### config.mk
export PLATFORM = sky130hd
export DESIGN_NAME = fa_victim_cache
export DESIGN_NICKNAME = d
export VERILOG_FILES = /design/src/rtl/fa_cache_pkg.sv /design/src/rtl/fa_lru_matrix.sv /design/src/rtl/fa_cache_datapath.sv /design/src/rtl/fa_cache_ctrl.sv /design/src/rtl/fa_victim_cache.sv
export SDC_FILE = /design/constraint.sdc
export NUM_CORES = 2
export LEC_CHECK = 0
export BUFFER_PORTS_ARGS = -buffer_cell sky130_fd_sc_hd__buf_2
export CORE_UTILIZATION = 25
export DETAILED_ROUTE_END_ITERATION = 8
export GPL_ROUTABILITY_DRIVEN = 0
export PLACE_DENSITY = 0.51
export REMOVE_ABC_BUFFERS = 1
export SKIP_LAST_GASP = 1
export SLEW_MARGIN = 20
export SYNTH_ARGS = -nofsm -noshare
export SYNTH_HDL_FRONTEND = slang
export SYNTH_SLANG_ARGS = --single-unit
export TNS_END_PERCENT = 20
### constraint.sdc
create_clock -name clk -period 10.9 [get_ports clk]
set_clock_uncertainty 0.1 [all_clocks]
set_input_delay 0 -clock clk [delete_from_list [all_inputs] [get_ports clk]]
set_output_delay 0 -clock clk [all_outputs]
set_load 0.1 [all_outputs]
### src/rtl/fa_cache_pkg.sv
package fa_cache_pkg;
  typedef struct packed {
    logic touchHit;
    logic swap;
    logic fill;
    logic wrEn;
  } cacheStb_t;

  typedef enum logic {
    CTRL_IDLE,
    CTRL_WAIT
  } ctrlState_e;
endpackage

### src/rtl/fa_lru_matrix.sv
module fa_lru_matrix #(
  parameter int N = 8
) (
  input  logic                 clk,
  input  logic                 rstN,
  input  logic                 touchEn,
  input  logic [$clog2(N)-1:0] touchIdx,
  output logic [$clog2(N)-1:0] lruIdx
);
  localparam int IDX_W = $clog2(N);

  logic [N-1:0] mat [N];

  always_ff @(posedge clk) begin
    if (!rstN) begin
      for (int i = 0; i < N; i++) mat[i] <= '0;
    end else if (touchEn) begin
      for (int i = 0; i < N; i++) begin
        if (IDX_W'(i) == touchIdx) mat[i] <= ~(N'(1) << touchIdx);
        else mat[i][touchIdx] <= 1'b0;
      end
    end
  end

  // Row of all zeros marks the oldest slot; lowest index wins ties
  always_comb begin
    lruIdx = '0;
    for (int i = N - 1; i >= 0; i--) begin
      if (mat[i] == '0) lruIdx = IDX_W'(i);
    end
  end
endmodule

### src/rtl/fa_cache_datapath.sv
module fa_cache_datapath
  import fa_cache_pkg::*;
#(
  parameter int ADDR_W     = 16,
  parameter int DATA_W     = 32,
  parameter int MAIN_LINES = 8,
  parameter int VICT_LINES = 4
) (
  input  logic                  clk,
  input  logic                  rstN,
  input  cacheStb_t             stb,
  input  logic [ADDR_W-1:0]     reqAddr,
  input  logic [DATA_W-1:0]     reqWdata,
  input  logic [ADDR_W-2:0]     fillTag,
  input  logic [2*DATA_W-1:0]   memRdata,
  output logic [DATA_W-1:0]     rdData,
  output logic                  mainHit,
  output logic                  victHit,
  output logic [MAIN_LINES-1:0] mainHitVec,
  output logic [VICT_LINES-1:0] victHitVec
);
  localparam int TAG_W  = ADDR_W - 1;
  localparam int MIDX_W = $clog2(MAIN_LINES);
  localparam int VIDX_W = $clog2(VICT_LINES);

  typedef logic [1:0][DATA_W-1:0] line_t;

  logic [TAG_W-1:0]      mTag  [MAIN_LINES];
  line_t                 mData [MAIN_LINES];
  logic [MAIN_LINES-1:0] mValid, mDirty;
  logic [TAG_W-1:0]      vTag  [VICT_LINES];
  line_t                 vData [VICT_LINES];
  logic [VICT_LINES-1:0] vValid, vDirty;
  logic [VIDX_W-1:0]     vPtr;

  logic [TAG_W-1:0]  reqTag;
  logic              off;
  logic [MIDX_W-1:0] mainIdx, freeIdx, lruIdx, replIdx;
  logic [VIDX_W-1:0] victIdx;
  logic              freeFound;
  line_t             hitLine, newLine;

  assign reqTag = reqAddr[ADDR_W-1:1];
  assign off    = reqAddr[0];

  for (genvar g = 0; g < MAIN_LINES; g++) begin : gMainCmp
    assign mainHitVec[g] = mValid[g] && (mTag[g] == reqTag);
  end
  for (genvar g = 0; g < VICT_LINES; g++) begin : gVictCmp
    assign victHitVec[g] = vValid[g] && (vTag[g] == reqTag);
  end

  assign mainHit = |mainHitVec;
  assign victHit = |victHitVec;

  always_comb begin
    mainIdx   = '0;
    victIdx   = '0;
    freeIdx   = '0;
    freeFound = 1'b0;
    for (int i = MAIN_LINES - 1; i >= 0; i--) begin
      if (mainHitVec[i]) mainIdx = MIDX_W'(i);
      if (!mValid[i]) begin
        freeIdx   = MIDX_W'(i);
        freeFound = 1'b1;
      end
    end
    for (int j = VICT_LINES - 1; j >= 0; j--) begin
      if (victHitVec[j]) victIdx = VIDX_W'(j);
    end
  end

  assign replIdx = freeFound ? freeIdx : lruIdx;

  fa_lru_matrix #(.N(MAIN_LINES)) u_lru (
    .clk     (clk),
    .rstN    (rstN),
    .touchEn (stb.touchHit | stb.swap | stb.fill),
    .touchIdx(stb.touchHit ? mainIdx : replIdx),
    .lruIdx  (lruIdx)
  );

  always_comb begin
    hitLine = mainHit ? mData[mainIdx] : vData[victIdx];
    rdData  = hitLine[off];
    newLine = hitLine;
    if (stb.wrEn) newLine[off] = reqWdata;
  end

  always_ff @(posedge clk) begin
    if (!rstN) begin
      mValid <= '0;
      mDirty <= '0;
      vValid <= '0;
      vDirty <= '0;
      vPtr   <= '0;
    end else begin
      if (stb.touchHit && stb.wrEn) begin
        mData[mainIdx]  <= newLine;
        mDirty[mainIdx] <= 1'b1;
      end
      if (stb.swap) begin
        mTag[replIdx]   <= vTag[victIdx];
        mData[replIdx]  <= newLine;
        mValid[replIdx] <= 1'b1;
        mDirty[replIdx] <= vDirty[victIdx] | stb.wrEn;
        vTag[victIdx]   <= mTag[replIdx];
        vData[victIdx]  <= mData[replIdx];
        vValid[victIdx] <= mValid[replIdx];
        vDirty[victIdx] <= mDirty[replIdx];
      end
      if (stb.fill) begin
        mTag[replIdx]   <= fillTag;
        mData[replIdx]  <= memRdata;
        mValid[replIdx] <= 1'b1;
        mDirty[replIdx] <= 1'b0;
        if (mValid[replIdx]) begin
          vTag[vPtr]   <= mTag[replIdx];
          vData[vPtr]  <= mData[replIdx];
          vValid[vPtr] <= 1'b1;
          vDirty[vPtr] <= mDirty[replIdx];
          vPtr <= (vPtr == VIDX_W'(VICT_LINES - 1)) ? '0 : vPtr + 1'b1;
        end
      end
    end
  end
endmodule

### src/rtl/fa_cache_ctrl.sv
module fa_cache_ctrl
  import fa_cache_pkg::*;
#(
  parameter int ADDR_W = 16
) (
  input  logic              clk,
  input  logic              rstN,
  input  logic              reqValid,
  input  logic              reqWrite,
  input  logic [ADDR_W-2:0] reqTag,
  input  logic              mainHit,
  input  logic              victHit,
  input  logic              memValid,
  output cacheStb_t         stb,
  output logic              stall,
  output logic              memReq,
  output logic [ADDR_W-2:0] missTag
);
  ctrlState_e state;

  always_comb begin
    stb   = '0;
    stall = 1'b0;
    if (state == CTRL_IDLE) begin
      if (reqValid) begin
        if (mainHit)      stb.touchHit = 1'b1;
        else if (victHit) stb.swap     = 1'b1;
        else              stall        = 1'b1;
        stb.wrEn = reqWrite & (mainHit | victHit);
      end
    end else begin
      stall    = 1'b1;
      stb.fill = memValid;
    end
  end

  assign memReq = (state == CTRL_WAIT);

  always_ff @(posedge clk) begin
    if (!rstN) begin
      state   <= CTRL_IDLE;
      missTag <= '0;
    end else if (state == CTRL_IDLE) begin
      if (reqValid && !mainHit && !victHit) begin
        state   <= CTRL_WAIT;
        missTag <= reqTag;
      end
    end else if (memValid) begin
      state <= CTRL_IDLE;
    end
  end
endmodule

### src/rtl/fa_victim_cache.sv
module fa_victim_cache
  import fa_cache_pkg::*;
#(
  parameter int ADDR_W     = 16,
  parameter int DATA_W     = 32,
  parameter int MAIN_LINES = 8,
  parameter int VICT_LINES = 4
) (
  input  logic                clk,
  input  logic                rstN,
  input  logic                reqValid,
  input  logic                reqWrite,
  input  logic [ADDR_W-1:0]   reqAddr,
  input  logic [DATA_W-1:0]   reqWdata,
  output logic [DATA_W-1:0]   rdData,
  output logic                stall,
  output logic                memReq,
  output logic [ADDR_W-2:0]   memAddr,
  input  logic                memValid,
  input  logic [2*DATA_W-1:0] memRdata
);
  cacheStb_t             stb;
  logic                  mainHit, victHit;
  logic [MAIN_LINES-1:0] mainHitVec;
  logic [VICT_LINES-1:0] victHitVec;

  fa_cache_ctrl #(.ADDR_W(ADDR_W)) u_ctrl (
    .clk     (clk),
    .rstN    (rstN),
    .reqValid(reqValid),
    .reqWrite(reqWrite),
    .reqTag  (reqAddr[ADDR_W-1:1]),
    .mainHit (mainHit),
    .victHit (victHit),
    .memValid(memValid),
    .stb     (stb),
    .stall   (stall),
    .memReq  (memReq),
    .missTag (memAddr)
  );

  fa_cache_datapath #(
    .ADDR_W    (ADDR_W),
    .DATA_W    (DATA_W),
    .MAIN_LINES(MAIN_LINES),
    .VICT_LINES(VICT_LINES)
  ) u_dp (
    .clk       (clk),
    .rstN      (rstN),
    .stb       (stb),
    .reqAddr   (reqAddr),
    .reqWdata  (reqWdata),
    .fillTag   (memAddr),
    .memRdata  (memRdata),
    .rdData    (rdData),
    .mainHit   (mainHit),
    .victHit   (victHit),
    .mainHitVec(mainHitVec),
    .victHitVec(victHitVec)
  );
endmodule

Word-level counts from Yosys, hierarchy flattened
Memories as Yosys holds them, arrays and structs flattened. Cells that the tools add are included.

Register bits after elaboration: 30. Memory bits (writable): 1012. Input bits: 117. Output and inout port bits: 49. Word-level logic and storage cells: 403. Memories kept: 5.

Add/sub/neg operators: 1. Magnitude comparators: 10. Eq/ne operators: 20. Shift-type cells: 1. Multiplexer cells: 240. Bitwise logic cells: 83. Reductions and logical operators: 38.

Memory list: u_dp.mData (words 8, bits a word 64, read ports 2, clocked after memory_dff 0, write ports 1, RTL line fa_cache_datapath.sv:29) `line_t mData [MAIN_LINES];`; u_dp.vData (words 4, bits a word 64, read ports 1, clocked after memory_dff 0, write ports 1, RTL line fa_cache_datapath.sv:32) `line_t vData [VICT_LINES];`; u_dp.mTag (words 8, bits a word 15, read ports 9, clocked after memory_dff 0, write ports 1, RTL line fa_cache_datapath.sv:28) `logic [TAG_W-1:0] mTag [MAIN_LINES];`; u_dp.u_lru.mat (words 8, bits a word 8, read ports 8, clocked after memory_dff 0, write ports 8, RTL line fa_lru_matrix.sv:12) `logic [N-1:0] mat [N];`; u_dp.vTag (words 4, bits a word 15, read ports 5, clocked after memory_dff 0, write ports 1, RTL line fa_cache_datapath.sv:31) `logic [TAG_W-1:0] vTag [VICT_LINES];`.

Operators with widths (number): two-way mux 64 bit (5); equality test 15 bit (12); two-way mux 1 bit (163); two-way mux 8 bit (19); OR reduction 64 bit (2); two-way mux 32 bit (3); two-way mux 3 bit (27); OR 1 bit (77); bitwise mux 64 bit (1); logical NOT 8 bit (8); demux 32 bit (select 1 bit) (1); two-way mux 15 bit (2); logical AND 1 bit (20); two-way mux 2 bit (9); two-way mux 4 bit (4); OR 8 bit (2); OR reduction 15 bit (1); equality test 3 bit (first input constant) (4); less-than comparator 3 x 4 -> 1 bit (second input constant) (2); NOT 8 bit (1); OR reduction 8 bit (1); << shifter 1 x 3 -> 8 bit (first input constant) (1); demux 1 bit (select 3 bit) (2); equality test 2 x 3 -> 1 bit (first input constant) (2); 18 further kinds (24).

Logic depth before layout (Yosys ltp)
Depth after elaboration: 19. Depth in mapped cells: 16. Depth with buffers taken out: 10.

By module
Synthesis repeated with hierarchy kept, for this count alone.

Cells, all modules: 4785. Area total of the unflattened synthesis: 53337.4 um^2.

By module, submodules not included: fa_cache_datapath (instances 1, cells each 4427, area an instance 49653.9 um^2, sequential area each 28747.6 um^2); fa_lru_matrix (instances 1, cells each 283, area an instance 2984.1 um^2, sequential area each 1921.8 um^2); fa_cache_ctrl (instances 1, cells each 75, area an instance 699.4 um^2, sequential area each 320.3 um^2).

Least setup slack after synthesis
OpenSTA, ideal clock, no wires.

Kind: reg-to-reg. Start: reg u_ctrl.state (netlist: u_ctrl.memReq). End: mem u_dp.vData[0][0] (netlist bit) (enable). Library setup time: 0.517 ns. Arrival: 5.591 ns. Required time: 10.283 ns. Setup slack: 4.693 ns. Stages on the path, launching flop included: 10. Buffers on the path: 2. Clock period less this slack: 6.207 ns. Cells stage by stage: dfxtp_1 -> and2_1 -> clkbuf_1 -> nand2_1 -> clkbuf_1 -> nor2_1 -> nor2_1 -> a21oi_1 -> nand2_1 -> nor2_1.

Word-level cells in the longest chain between the ends: 6. Elaborated cells on any way between the ends: 11. Those cells by class: 10 x mux; 1 x reduce/logical.

Ends and longest elaborated chain: start, declared (RTL line fa_cache_ctrl.sv:19) `ctrlState_e state;`; start signal, assigned (RTL line fa_cache_ctrl.sv:41) `state <= CTRL_IDLE;`; start signal, assigned (RTL line fa_cache_ctrl.sv:45) `state <= CTRL_WAIT;`; start signal, assigned (RTL line fa_cache_ctrl.sv:49) `state <= CTRL_IDLE;`; two-way mux 1 bit (RTL line fa_cache_ctrl.sv:24) `if (state == CTRL_IDLE) begin`; two-way mux 1 bit (RTL line fa_cache_datapath.sv:112) `if (stb.fill) begin`; two-way mux 1 bit (RTL line fa_cache_datapath.sv:91) `if (!rstN) begin`; two-way mux 1 bit (not written as such) (RTL line fa_cache_datapath.sv:119) `vData[vPtr] <= mData[replIdx];`; OR reduction 64 bit (no source line); two-way mux 2 bit (no source line) / two-way mux 1 bit (equally long branches); end, declared (RTL line fa_cache_datapath.sv:32).

Several ways; a longest one is shown, not always the timed one.

==> metrics.md <==
| Metric | Value |
|---|---|
| Outcome | `complete, but fails checks` |
| Failing checks | `design-rule violations` |
| Synth area leaders | `edfxtp_1 (64%), mux2i_1 (4.8%), xnor2_1 (3.2%), a22oi_1 (3.0%), a21oi_1 (1.9%)` |
| Final nets | `3,845` |
| FMAX | `153 MHz` |
| Total power | `8.55 mW` |
| Core area | `0.188 mm^2` |
| I/O Pins | `166` |
| Slew @ Worst Pin | `1180 ps` |
| Total GRT Usage | `18.4%` |
| Startpoint Class | `flip-flop` |
| DR WL/cell | `28.8 um` |
| Pins Over Slew Limit | `0` |
| Root Driver | `clkbuf_16` |
| CTS sink count | `1,042` |
| Share of post-route cells with drive strength above 1 | `15.1%` |
| Site row count | `159` |
| CTS HTree Levels | `3` |
| CP arrival | `6440 ps` |
| CTS tree | `built` |
| Synth-to-layout area growth | `18.2%` |
| Unrepaired setup endpoints after global routing | `no` |
| Fillers | `18,862` |
| Final ANT Viol Nets | `0` |
| Distinct cells, synth | `85` |
| Vias in the first global route | `33,502` |
| Setup Fix Bufs, Post-CTS | `0` |
| DRC | `36` |
| Synth Instances | `3,469` |
| Initial Util | `25.2%` |
| Post-DP HPWL | `112,000 um` |
| Syn avg cell area | `13.6 um^2` |
| Grt ovf | `0` |
| Antenna violations before repair | `4` |
| Clock latency on the worst-skew pair | `750 ps` |
| DP Area | `0.0511 mm^2` |
| Final Hold Viols | `0` |
| DR vias | `34,276` |
| Leading area contributor after synthesis | `edfxtp_1` |
| P_sw | `1.93 mW` |
| Period utilization | `60.0%` |
| Dpl ws | `4730 ps` |
| Power Density | `153 mW/mm^2` |
| Post-synthesis sequential area ratio | `65.5%` |
| Die Span Y | `437 um` |
| Ys flop type | `edfxtp_1` |
| Share of the synthesized area in the top cell type | `64.2%` |
| Synth warnings | `0` |
| Synth Register Bits | `1,042` |
| Bufs on Longest Clock Path | `3` |
| Setup TNS | `0 ps` |
| Final core occ | `29.8%` |
| Final min period | `6540 ps` |
| Vias/cell | `5.43` |
| Worst-path maximum fanout | `59` |
| Die area | `0.191 mm^2` |
| CP required | `10,800 ps` |
| Sequential power share | `51.5%` |
| Netlist Area Pre-Place | `0.0473 mm^2` |
| WL final | `182,000 um` |
| Switching share of power | `22.6%` |
| CTS clk-pin slew, worst paths | `60 ps` |
| DIE WIDTH | `437 um` |
| Rel. slew slack | `21.3%` |
| Fin area | `0.0560 mm^2` |
| Post-synth EDFFs | `1,012` |
| Setup Viol. Count Final | `0` |
| IR drop worst, VDD | `0.143 mV` |
| HP Class | `input port to flip-flop` |
| Power Internal | `6.61 mW` |
| Crit path capture type | `output port` |
| Largest net degree at the start of global routing | `60` |
| LEAKAGE | `17.7 nW` |
| Combinational Power Share | `4.9%` |
| Setup CP Type | `flip-flop to output port` |
| TritonCTS buffer count | `109` |
| Post-route setup slack | `4360 ps` |
| Max cap viols | `0` |
| Buffers on Ports | `165` |
| Clock Power Share | `43.5%` |
| Synth async-reset ratio | `0%` |
| DR pass1 iterations | `9` |
| Starting DRC count in detailed routing | `4,503` |
| First-pass GRT wire length | `253,000 um` |
[cells in the final DEF, fill, tap and decap left out, drive strengths merged, types with 32 or more instances in the layout]
cell type,n
a21oi,180
a221oi,82
a222oi,85
a22oi,193
buf,268
clkbuf,126
clkinv,57
dlygate4sd3,131
edfxtp,1012
mux2,49
mux2i,225
nand2,212
nand3,79
nand4,139
nor2,191
nor4,39
o21ai,133
o221ai,32
o22ai,41
xnor2,180
[final timing paths]
path	slack, ps	cells past startpoint	startpoint	end
worst max-delay path	4360	12	u_dp.mTag[6][2]$_DFFE_PP_	rdData[7]
worst min-delay path	50	3	memRdata[55]	u_dp.mData[5][55]$_DFFE_PP_
worst max register to register	4610	15	u_dp.mTag[1][14]$_DFFE_PP_	u_dp.mData[4][30]$_DFFE_PP_
worst min register to register	370	2	u_ctrl.missTag[12]$_SDFFE_PN0P_	u_ctrl.missTag[12]$_SDFFE_PN0P_
[power by group through the flow]
stage / Clock [mW] / Sequential [mW] / Combinational, mW
floorplan: 0 / 4.51 / 0.193
global placement: 0 / 4.49 / 0.382
detailed placement: 0 / 4.49 / 0.384
CTS: 3.77 / 4.40 / 0.419
global route: 3.91 / 4.40 / 0.444
finish: 3.72 / 4.40 / 0.422
[layer usage]
metal  up-vias  GRT usage (%)  part of all wire, %
li1      14423              -                    -
met1     17556           24.6                   41
met2      1912           29.2                   46
met3       385           3.36                  8.9
met4         0           7.39                  4.2
met5         -              0                    0
[kinds of logic (layout without fill, tap and decap cells)]
logic type      after synthesis  after routing  share of synthesized area (%)
flops                      1042           1042                           65.5
xor+xnor                    180            180                           3.46
compound gates              922            922                           14.1
buf+inv                     287            629                           3.06
other cells                   1              8                        0.00792
fa+ha+maj                     4              4                          0.106
simple gates                759            759                           7.86
mux                         274            274                           5.92
[area by class of cell]
class                           instances  area [um^2]  share of cell area [%]
Antenna cell                            2         5.00                 0.00894
Clock buffer                          126         2830                    5.06
Clock inverter                         77          682                    1.22
Inverter                               27          101                   0.181
Multi-Input combinational cell       2145        15300                    27.4
Sequential cell                      1042        31000                    55.4
Tap cell                             2495         3120                    5.58
Timing Repair Buffer                  399         2910                    5.21
[critical path: stages (launching register included)]
cell and delay (ps):
edfxtp_1 410, xnor2_1 440, nand4_1 220, or4_4 640, a211oi_4 310, buf_4 450
o21a_4 590, buf_4 880, mux2i_1 160, o21ai_0 210, nand3_1 310, mux2i_1 450
buf_2 510
[metrics by stage]
step	cells	hold WS (ps)
after floorplan	3214	14.5
after global placement	5976	343
after detailed placement	5977	344
after CTS	6311	22.0
after global routing	6311	6.89
final	6313	52.1
[synthesized netlist by cell type, drive strengths merged (41+ instances only)]
library cell and instances:
clkbuf 139, a22oi 193, a21oi 180, a221oi 82
buf 121, o21ai 133, nand4 139, xnor2 180
mux2i 225, nand2 212, a222oi 85, nand3 79
o22ai 41, mux2 49, edfxtp 1012, nor2 191
[sequential cells by signal, summed over array words and instances, names as in the netlist]
register	cells
u_dp.vPtr	2
u_dp.vTag	60
u_dp.mTag	120
u_dp.u_lru.mat	64
u_dp.vData	256
u_ctrl.missTag	15
u_dp.mValid	8
u_dp.mData	512
u_dp.vValid	4
u_ctrl.memReq	1
[timing repair]
item                       CTS  global route
hold endpoints to repair   528             0
gates resized for setup      0             0
setup endpoints to repair    0             0
hold buffers               131             0
(Power assumes the default switching activity.)
